<file path="src/rtl/vlsplit_pkg.sv">
package vlsplit_pkg;
   localparam int OPC_W  = 6;
   localparam int BYTE_W = 8;
   localparam int DISP_W = 2 * BYTE_W;
   localparam int LEN_W  = 3;

   typedef enum logic [1:0] {PH_OPC, PH_ADR, PH_DSP} phase_e;

   typedef struct packed {
      logic [1:0] mode;
      logic [2:0] regf;
      logic [2:0] rm;
   } adr_t;

   localparam logic [1:0] MD_NODISP = 2'b00;
   localparam logic [1:0] MD_D8     = 2'b01;
   localparam logic [1:0] MD_D16    = 2'b10;
   localparam logic [1:0] MD_REG    = 2'b11;
endpackage

</file>
<file path="src/rtl/vlsplit_opc_class.sv">
module vlsplit_opc_class
   import vlsplit_pkg::*;
#(
   parameter logic [(1<<OPC_W)-1:0] SHORT_OPS = 64'hF000_0000_0000_0001
) (
   input  logic [OPC_W-1:0] func,
   output logic             single
);
   generate
      if (SHORT_OPS == '0) begin : g_none
         assign single = 1'b0;
      end else begin : g_table
         assign single = SHORT_OPS[func];
      end
   endgenerate
endmodule

</file>
<file path="src/rtl/vlsplit_disp_count.sv">
module vlsplit_disp_count
   import vlsplit_pkg::*;
#(
   parameter logic [2:0] DIRECT_RM = 3'b110
) (
   input  adr_t       adr,
   output logic [1:0] nbytes
);
   always_comb begin
      unique case (adr.mode)
         MD_REG:    nbytes = 2'd0;
         MD_D8:     nbytes = 2'd1;
         MD_D16:    nbytes = 2'd2;
         default:   nbytes = (adr.rm == DIRECT_RM) ? 2'd2 : 2'd0;
      endcase
   end
endmodule

</file>
<file path="src/rtl/vlsplit_disp_acc.sv">
module vlsplit_disp_acc
   import vlsplit_pkg::*;
#(
   parameter bit SEXT_SHORT = 1'b1
) (
   input  logic              clk,
   input  logic              rst,
   input  logic              take_lo,
   input  logic [BYTE_W-1:0] byte_in,
   input  logic [1:0]        nbytes,
   output logic [DISP_W-1:0] disp
);
   logic [BYTE_W-1:0] lo_q;
   logic [DISP_W-1:0] short_ext;

   always_ff @(posedge clk) begin
      if (rst)          lo_q <= '0;
      else if (take_lo) lo_q <= byte_in;
   end

   generate
      if (SEXT_SHORT) begin : g_sext
         assign short_ext = {{BYTE_W{byte_in[BYTE_W-1]}}, byte_in};
      end else begin : g_zext
         assign short_ext = {{BYTE_W{1'b0}}, byte_in};
      end
   endgenerate

   always_comb begin
      unique case (nbytes)
         2'd1:    disp = short_ext;
         2'd2:    disp = {byte_in, lo_q};
         default: disp = '0;
      endcase
   end

   // the held low byte only moves when a non-final displacement byte is taken
   a_r8_lo_hold: assert property (@(posedge clk) disable iff (rst)
      !take_lo |=> $stable(lo_q));
endmodule

</file>
<file path="src/rtl/vl_insn_splitter.sv">
module vl_insn_splitter
   import vlsplit_pkg::*;
#(
   parameter logic [(1<<OPC_W)-1:0] SHORT_OPS  = 64'hF000_0000_0000_0001,
   parameter bit                    SEXT_SHORT = 1'b1,
   parameter logic [2:0]            DIRECT_RM  = 3'b110
) (
   input  logic              clk,
   input  logic              rst,
   input  logic              in_valid,
   input  logic [BYTE_W-1:0] in_byte,
   output logic              in_ready,
   output logic              done,
   output logic [OPC_W-1:0]  rec_func,
   output logic              rec_dir,
   output logic              rec_wide,
   output logic [1:0]        rec_mode,
   output logic [2:0]        rec_reg,
   output logic [2:0]        rec_rm,
   output logic [DISP_W-1:0] rec_disp,
   output logic [LEN_W-1:0]  rec_len
);
   generate
      if (OPC_W + 2 != BYTE_W) begin : g_bad_width
         $error("opcode byte must hold the function code plus two flag bits");
      end
   endgenerate

   phase_e            st_q;
   logic [BYTE_W-1:0] op_q;
   adr_t              adr_q;
   logic [1:0]        need_q, got_q;

   logic              acc, single, last, take_lo;
   adr_t              adr_now, adr_sel;
   logic [1:0]        cnt_now;
   logic [BYTE_W-1:0] op_sel;
   logic [DISP_W-1:0] disp_dsp;

   assign in_ready = 1'b1;
   assign acc      = in_valid && in_ready;
   assign adr_now  = adr_t'(in_byte);

   vlsplit_opc_class #(.SHORT_OPS(SHORT_OPS)) u_class (
      .func   (in_byte[BYTE_W-1 -: OPC_W]),
      .single (single)
   );

   vlsplit_disp_count #(.DIRECT_RM(DIRECT_RM)) u_count (
      .adr    (adr_now),
      .nbytes (cnt_now)
   );

   vlsplit_disp_acc #(.SEXT_SHORT(SEXT_SHORT)) u_acc (
      .clk     (clk),
      .rst     (rst),
      .take_lo (take_lo),
      .byte_in (in_byte),
      .nbytes  (need_q),
      .disp    (disp_dsp)
   );

   always_comb begin
      op_sel   = op_q;
      adr_sel  = adr_q;
      last     = 1'b0;
      rec_len  = '0;
      rec_disp = '0;
      unique case (st_q)
         PH_OPC: begin
            op_sel  = in_byte;
            adr_sel = '0;
            last    = single;
            rec_len = LEN_W'(1);
         end
         PH_ADR: begin
            adr_sel = adr_now;
            last    = (cnt_now == 2'd0);
            rec_len = LEN_W'(2);
         end
         default: begin
            last     = (2'(got_q + 2'd1) == need_q);
            rec_len  = LEN_W'(2) + LEN_W'(need_q);
            rec_disp = disp_dsp;
         end
      endcase
   end

   assign done     = acc && last;
   assign take_lo  = acc && (st_q == PH_DSP) && !last;
   assign rec_func = op_sel[BYTE_W-1 -: OPC_W];
   assign rec_dir  = op_sel[1];
   assign rec_wide = op_sel[0];
   assign rec_mode = adr_sel.mode;
   assign rec_reg  = adr_sel.regf;
   assign rec_rm   = adr_sel.rm;

   always_ff @(posedge clk) begin
      if (rst) begin
         st_q   <= PH_OPC;
         op_q   <= '0;
         adr_q  <= '0;
         need_q <= '0;
         got_q  <= '0;
      end else if (acc) begin
         unique case (st_q)
            PH_OPC: begin
               op_q <= in_byte;
               if (!single) st_q <= PH_ADR;
            end
            PH_ADR: begin
               adr_q  <= adr_now;
               need_q <= cnt_now;
               got_q  <= '0;
               if (cnt_now != 2'd0) st_q <= PH_DSP;
               else                 st_q <= PH_OPC;
            end
            default: begin
               if (last) st_q  <= PH_OPC;
               else      got_q <= 2'(got_q + 2'd1);
            end
         endcase
      end
   end

   // after a completed instruction the parser waits for an opcode
   a_r9_done_returns: assert property (@(posedge clk) disable iff (rst)
      done |=> (st_q == PH_OPC));

   // a reset cycle leaves the parser in opcode wait
   a_r11_reset_phase: assert property (@(posedge clk) disable iff (rst)
      $past(rst) |-> (st_q == PH_OPC));

   // displacement counting never runs past the amount announced
   a_r6_dsp_bound: assert property (@(posedge clk) disable iff (rst)
      (st_q == PH_DSP) |-> (got_q < need_q));

   // an opcode outside the single-byte set moves on to the addressing byte
   a_r2_long_opc: assert property (@(posedge clk) disable iff (rst)
      (acc && st_q == PH_OPC && !SHORT_OPS[in_byte[BYTE_W-1 -: OPC_W]]) |=> (st_q == PH_ADR));

   // idle cycles leave the parse position untouched
   a_r10_idle_hold: assert property (@(posedge clk) disable iff (rst)
      !in_valid |=> ($stable(st_q) && $stable(got_q)));
endmodule

</file>
<file path="config.mk">
export PLATFORM = sky130hd
export DESIGN_NAME = vl_insn_splitter
export DESIGN_NICKNAME = d
export VERILOG_FILES = /design/src/rtl/vlsplit_pkg.sv /design/src/rtl/vlsplit_opc_class.sv /design/src/rtl/vlsplit_disp_count.sv /design/src/rtl/vlsplit_disp_acc.sv /design/src/rtl/vl_insn_splitter.sv
export SDC_FILE = /design/constraint.sdc
export NUM_CORES = 1
export LEC_CHECK = 0
export BUFFER_PORTS_ARGS = -buffer_cell sky130_fd_sc_hd__buf_2
export CAP_MARGIN = 0
export CORE_AREA = 3 3 79 51
export CTS_BUF_LIST = sky130_fd_sc_hd__clkbuf_4
export CTS_CLUSTER_SIZE = 14
export DETAILED_ROUTE_END_ITERATION = 7
export DIE_AREA = 0 0 82 54
export PLACE_DENSITY = 0.92
export SLEW_MARGIN = 20
export SYNTH_ARGS = -nofsm -noshare
export SYNTH_HDL_FRONTEND = slang
export SYNTH_SLANG_ARGS = --single-unit
</file>
<file path="constraint.sdc">
create_clock -name clk -period 1.7 [get_ports clk]
set_input_delay 0.085 -clock clk [delete_from_list [all_inputs] [get_ports clk]]
set_output_delay 0.085 -clock clk [all_outputs]
set_load 0.01 [all_outputs]
</file>
==> results.txt, run 1 <==
Worst-Margin Slew - 0.613 ns
synth top area cells - dfxtp_1 (33%), mux2i_1 (13%), nor2_1 (6.7%)
number of max-cap violations - 0
PwrDens - 689 nW/um^2
# diodes - 0
initial antenna violation count - 0
die width - 82 microns
Syn Nets - 232
r2r startpoint - need_q[1]
number of global-route vias before repair - 1423
Placer Congestion - 0.902
Crit Path Category - reg2out
Yosys top cell by area - dfxtp_1
die area - 4430 sq um
core area - 3280 sq um
die height - 54 microns
number of flops mapped to enable cells by yosys - 0
H-tree levels - 2
Final Skew - 0.0126 ns
Avg Inst Size Synth - 8.23 sq um
hold wc startpoint - in_byte[0]
gr usage total - 21.9%
Initial DRC Count - 229
YS warnings - 0
synthesized cell area - 1800 sq um
first-pass GRT wire length - 7270 microns
min Tclk post-route - 1.65 ns
Cell Chain, Critical Path - xnor2_4, mux2i_2, buf_4, o22ai_1, buf_2
final clock period utilization by the worst path - 96.8%
CTS buffer count - 5
synth cell count leaders - nor2_1 (32), dfxtp_1 (30), mux2i_1 (24)
clock latency on the worst-skew pair - 0.34 ns
Syn-to-layout area delta - 24.1%
Post-Syn Instances - 219
Final HPWL DP - 3320 microns
Layout Nets - 279
P_leak - 0.000971 uW
Max Clk Rate - 608 MHz
number of remaining DRC errors - 0
clk buf depth - 2
1st-pass router iterations - 4
Synth top area share - 33.3%
CP max-delay cell - dfxtp_4
final WL - 4830 microns
Clock Sinks - 30
Rows - 16
final worst slack - 0.0543 ns
Root Buffer - clkbuf_4
DRT antenna net count - 0
sequential-to-total area share from yosys stat - 33.3%
CP Launch Type - register
Via density - 5.49
proportion of layout cells with a drive suffix above 1 - 37.5%
crit-path max cell delay - 0.39 ns
pre-CTS setup slack - 0.138 ns
crit path capture type - output pin
Post-DP Area - 2070 sq um
Final setup violation count - 0
Overflow after GRT - 0
status - completed
RSZ-0062 raised after global routing - true
Hold Violations, Final - 0
PortBufs - 46
top_reg_cell synth - dfxtp_1
Peak VDD IR - 444 uV
peak fanout along the critical path - 5
critical path startpoint - need_q[1]
CP bufs+invs - 2
filler cell count - 277
Slew Viols, Final - 0
routed len/inst - 15.5 microns
Crit path max-delay family - flip-flops
largest net degree at the start of global routing - 40
WP data required - 1.62 ns
ys async rst share - 0%
Vias - 1714
Hold Path Class - in2reg
Netlist cell types - 41
design area - 2240 sq um
Clock transition at path regs - 0.11 ns
# IOs - 48
WHS - 0.0936 ns
CTS tree - built
Max-slew headroom - 59.1%
critical path data arrival time - 1.56 ns
dominant cell by count in the synthesized netlist - nor2_1
flop and latch count out of synthesis - 30
Initial Util - 54.9%
## what timing repair did
item | 4_1_cts | 5_1_grt
hold buffers | 0 | 0
endpoints found under the setup margin | 29 | 27
resized for setup | 8 | 17
buffers inserted | 0 | 3
pin swaps | 0 | 1
## worst register-to-register path, delay by kind of cell (launching register included)
kind | cells | cell delay (ns)
AND/OR/NAND/NOR | 1 | 0.19
XOR/XNOR | 1 | 0.20
flip-flops | 1 | 0.39
buffers and inverters | 1 | 0.21
multiplexers | 2 | 0.47
## power by group
| group | internal [uW] | switching, uW | total [uW] |
|---|---|---|---|
| logic | 162 | 190 | 351 |
| clock network | 171 | 262 | 433 |
| registers | 731 | 26.7 | 758 |
| total | 1060 | 478 | 1540 |
## per-stage QoR
step | total power, uW | instances | setup TNS (ns) | utilization [%]
2_1_floorplan | 990 | 219 | 0 | -
3_3_place_gp | 1100 | 301 | 0 | 63.2
3_5_place_dp | 1110 | 301 | 0 | 63.2
4_1_cts | 1530 | 309 | 0 | 65.4
5_1_grt | 1610 | 312 | -0.0415 | 68.1
6_report | 1540 | 312 | 0 | 68.1
## layer usage
layer	vias up	global-route usage, %	part of all wire (%)
met5	-	0	0
met4	0	6.63	0.93
met3	7	4.68	8.8
met2	87	29.5	42
met1	783	33.8	48
li1	837	-	-
## sequential cells by signal (all words and copies together) (netlist names)
| register | count |
|---|---|
| adr_q | 8 |
| got_q | 2 |
| need_q | 2 |
| op_q | 8 |
| st_q | 2 |
| u_acc.lo_q | 8 |
## path summary, 6_finish.rpt
path         cells past startpoint            end  slack [ns]
max reg2reg                      5  u_acc.lo_q[6]        0.17
max                              5           done        0.05
min reg2reg                      2  u_acc.lo_q[5]        0.48
min                              3  u_acc.lo_q[0]        0.09
## layout make-up
cell class | instances | area (sq um) | share of cell area, %
Timing Repair Buffer | 61 | 354 | 15.8
Clock inverter | 2 | 8.76 | 0.391
Tap cell | 45 | 56.3 | 2.52
Clock buffer | 6 | 45.0 | 2.01
Sequential cell | 30 | 614 | 27.5
Multi-Input combinational cell | 165 | 1150 | 51.3
Inverter | 3 | 11.3 | 0.503
## cells by family after synthesis
family,after synthesis,share of synthesized area [%]
multiplexers,33,19.1
buffers and inverters,24,6.45
XOR/XNOR,1,0.902
other,1,0.208
AO/OA/AOI/OAI,38,13.9
AND/OR/NAND/NOR,90,24.7
adder cells (fa/ha/maj),2,1.39
flip-flops,30,33.3
## cells in the final DEF, fill, tap and decap left out, types with 3 or more instances in the layout
| cell type | count |
|---|---|
| a22o_1 | 4 |
| nand2b_1 | 18 |
| nor2_1 | 31 |
| a21oi_1 | 11 |
| buf_4 | 12 |
| o21ai_0 | 5 |
| mux2i_1 | 24 |
| nand2_1 | 21 |
| inv_1 | 3 |
| buf_2 | 46 |
| a22oi_1 | 6 |
| dfxtp_1 | 25 |
| clkbuf_4 | 6 |
| mux2_2 | 8 |
| buf_6 | 3 |
| dfxtp_4 | 3 |
Power figures use the tool's default switching activity.
==> run 2: changes to the inputs <==
Settings changed: CORE_AREA 3 3 79 51 to 3 3 81 52, CTS_BUF_LIST sky130_fd_sc_hd__clkbuf_4 to not set, DIE_AREA 0 0 82 54 to 0 0 84 55, PLACE_DENSITY 0.92 to 0.89.
==> run 2 against run 1 <==
Critical path depth is the same. Via count is 3.7% lower. Sequential power is 0.7% lower. Maximum frequency grew 2.0%. Register-to-register slack worse by 0.08 ns. Critical endpoint is now u_acc.lo_q[4]. Sequential share of layout area shrank 0.12 points. Clock skew down 0.0081 ns. Utilization shrank 6.9 points. Die area up 4.3%. Sequential cell count unchanged.
==> results.txt, run 2 (synthesis results as in run 1) <==
Via density - 5.29 (-3.7%)
first-pass GRT wire length - 7020 microns (-3.3%)
Initial Util - 50.2% (-4.8 points)
# IOs - 48 (unchanged)
Max Clk Rate - 620 MHz (+2.0%)
filler cell count - 317 (+14%)
final WL - 4510 microns (-6.5%)
number of remaining DRC errors - 0 (unchanged)
Syn-to-layout area delta - 22.1%
DRT antenna net count - 0 (unchanged)
GR Util met2 - 29.6% (+0.061 points)
CP Launch Type - register
critical path data arrival time - 1.82 ns (+0.26 ns)
Final Skew - 0.00451 ns (-0.00808 ns)
clock latency on the worst-skew pair - 0.28 ns (-0.06 ns)
die area - 4620 sq um (+4.3%)
die width - 84 microns (+2.4%)
Layout Nets - 277 (-0.72%)
die height - 55 microns (+1.9%)
core area - 3590 sq um (+9.5%)
peak fanout along the critical path - 8 (+3)
number of max-cap violations - 0 (unchanged)
total power - 1690 uW (+9.5%)
PwrDens - 768 nW/um^2 (+11%)
commonest cells after routing, fill and taps aside - buf_2 (46), nor2_1 (31), dfxtp_1 (29)
P_leak - 0.000971 uW (about the same)
Post-CTS Setup Inserts - 0 (unchanged)
# diodes - 0 (unchanged)
Crit Path Category - reg2reg
fin cells - 312 (unchanged)
met3 usage - 6.36% (+1.7 points)
commonest non-fill, non-tap cell in the layout - buf_2
Final setup violation count - 0 (unchanged)
largest registers - adr_q x8, op_q x8, u_acc.lo_q x8
Vias - 1651 (-3.7%)
Max-slew headroom - 61.0% (+1.9 points)
routed len/inst - 14.5 microns (-6.5%)
Overflow after GRT - 0 (unchanged)
crit-path max cell delay - 0.35 ns (-0.04 ns)
Rows - 17 (+1)
RSZ-0062 raised after global routing - false
proportion of layout cells with a drive suffix above 1 - 33.2% (-4.2 points)
Initial DRC Count - 64 (-72%)
Placer Congestion - 0.835 (-7.5%)
hold_buf cts - 0 (unchanged)
Clock transition at path regs - 0.06 ns (-0.05 ns)
Peak VDD IR - 485 uV (+9.3%)
gr usage total - 19.4% (-2.5 points)
Hold Violations, Final - 0 (unchanged)
Cell Chain, Critical Path - xnor2_2, mux2i_2, nor3b_2, buf_4, mux2i_1
Clock Sinks - 30 (unchanged)
status - completed
Slew Viols, Final - 0 (unchanged)
most used routing layer - met2
initial antenna violation count - 0 (unchanged)
Root Buffer - clkbuf_8
largest net degree at the start of global routing - 40 (unchanged)
Worst-Margin Slew - 0.585 ns (-0.0289 ns)
1st-pass router iterations - 4 (unchanged)
clk buf depth - 2 (unchanged)
CTS tree - built
Final HPWL DP - 3230 microns (-2.8%)
Hold Path Class - in2reg
crit path capture type - register
PortBufs - 46 (unchanged)
CP max-delay cell - dfxtp_1
CTS buffer count - 5 (unchanged)
H-tree levels - 2 (unchanged)
WP data required - 1.90 ns (+0.28 ns)
final clock period utilization by the worst path - 94.9% (-1.9 points)
min Tclk post-route - 1.61 ns (-0.0325 ns)
grt met1 use - 26.4% (-7.4 points)
number of global-route vias before repair - 1449 (+1.8%)
dpl cells - 304 (+1.0%)
-- run 2: critical path, delay by kind of cell (launching register included) --
family / cells / cell delay, ns
multiplexers: 2 / 0.47
flip-flops: 1 / 0.35
XOR/XNOR: 1 / 0.27
buffers and inverters: 1 / 0.23
AND/OR/NAND/NOR: 1 / 0.22
-- run 2: per-layer routing --
| layer | routed length [microns] | part of all wire (%) |
|---|---|---|
| met5 | 0 | 0 |
| met2 | 1860 | 41 |
| met4 | 21 | 0.47 |
| met1 | 2180 | 48 |
| met3 | 449 | 10 |
-- run 2: final timing paths --
kind | from | to | slack, ns | cells after the start
min | in_byte[1] | u_acc.lo_q[1] | 0.15 | 3
max reg2reg | got_q[1] | u_acc.lo_q[4] | 0.09 | 5
min reg2reg | u_acc.lo_q[2] | u_acc.lo_q[2] | 0.48 | 2
max | got_q[1] | u_acc.lo_q[4] | 0.09 | 5
-- run 2: through the flow --
step / setup TNS (ns) / setup WS (ns) / hold WS (ns) / utilization, % / area (sq um)
floorplan: 0 / 0.164 / 0.229 / - / 1800
global placement: 0 / 0.0602 / 0.436 / 58.0 / 2080
detailed placement: -0.0347 / -0.0347 / 0.446 / 58.0 / 2080
CTS: 0 / 0.0305 / 0.148 / 60.9 / 2190
global route: 0 / 0.0103 / 0.155 / 61.2 / 2200
finish: 0 / 0.0867 / 0.150 / 61.2 / 2200
-- run 2: where the power goes --
part           switching, uW  internal [uW]
logic                    192            155
clock network            264            326
registers               18.9            734
total                    475           1210
-- run 2: final cells by class --
| class | instances | area (sq um) | area share [%] |
|---|---|---|---|
| Sequential cell | 30 | 602 | 27.3 |
| Inverter | 3 | 11.3 | 0.512 |
| Clock inverter | 1 | 5.00 | 0.227 |
| Tap cell | 47 | 58.8 | 2.67 |
| Multi-Input combinational cell | 165 | 1110 | 50.3 |
| Timing Repair Buffer | 59 | 332 | 15.1 |
| Clock buffer | 7 | 86.3 | 3.92 |
-- run 2: timing repair --
item                                    in CTS  in global routing
hold endpoints to repair                     0                  0
resized for setup                            5                  4
endpoints found under the setup margin      26                 18
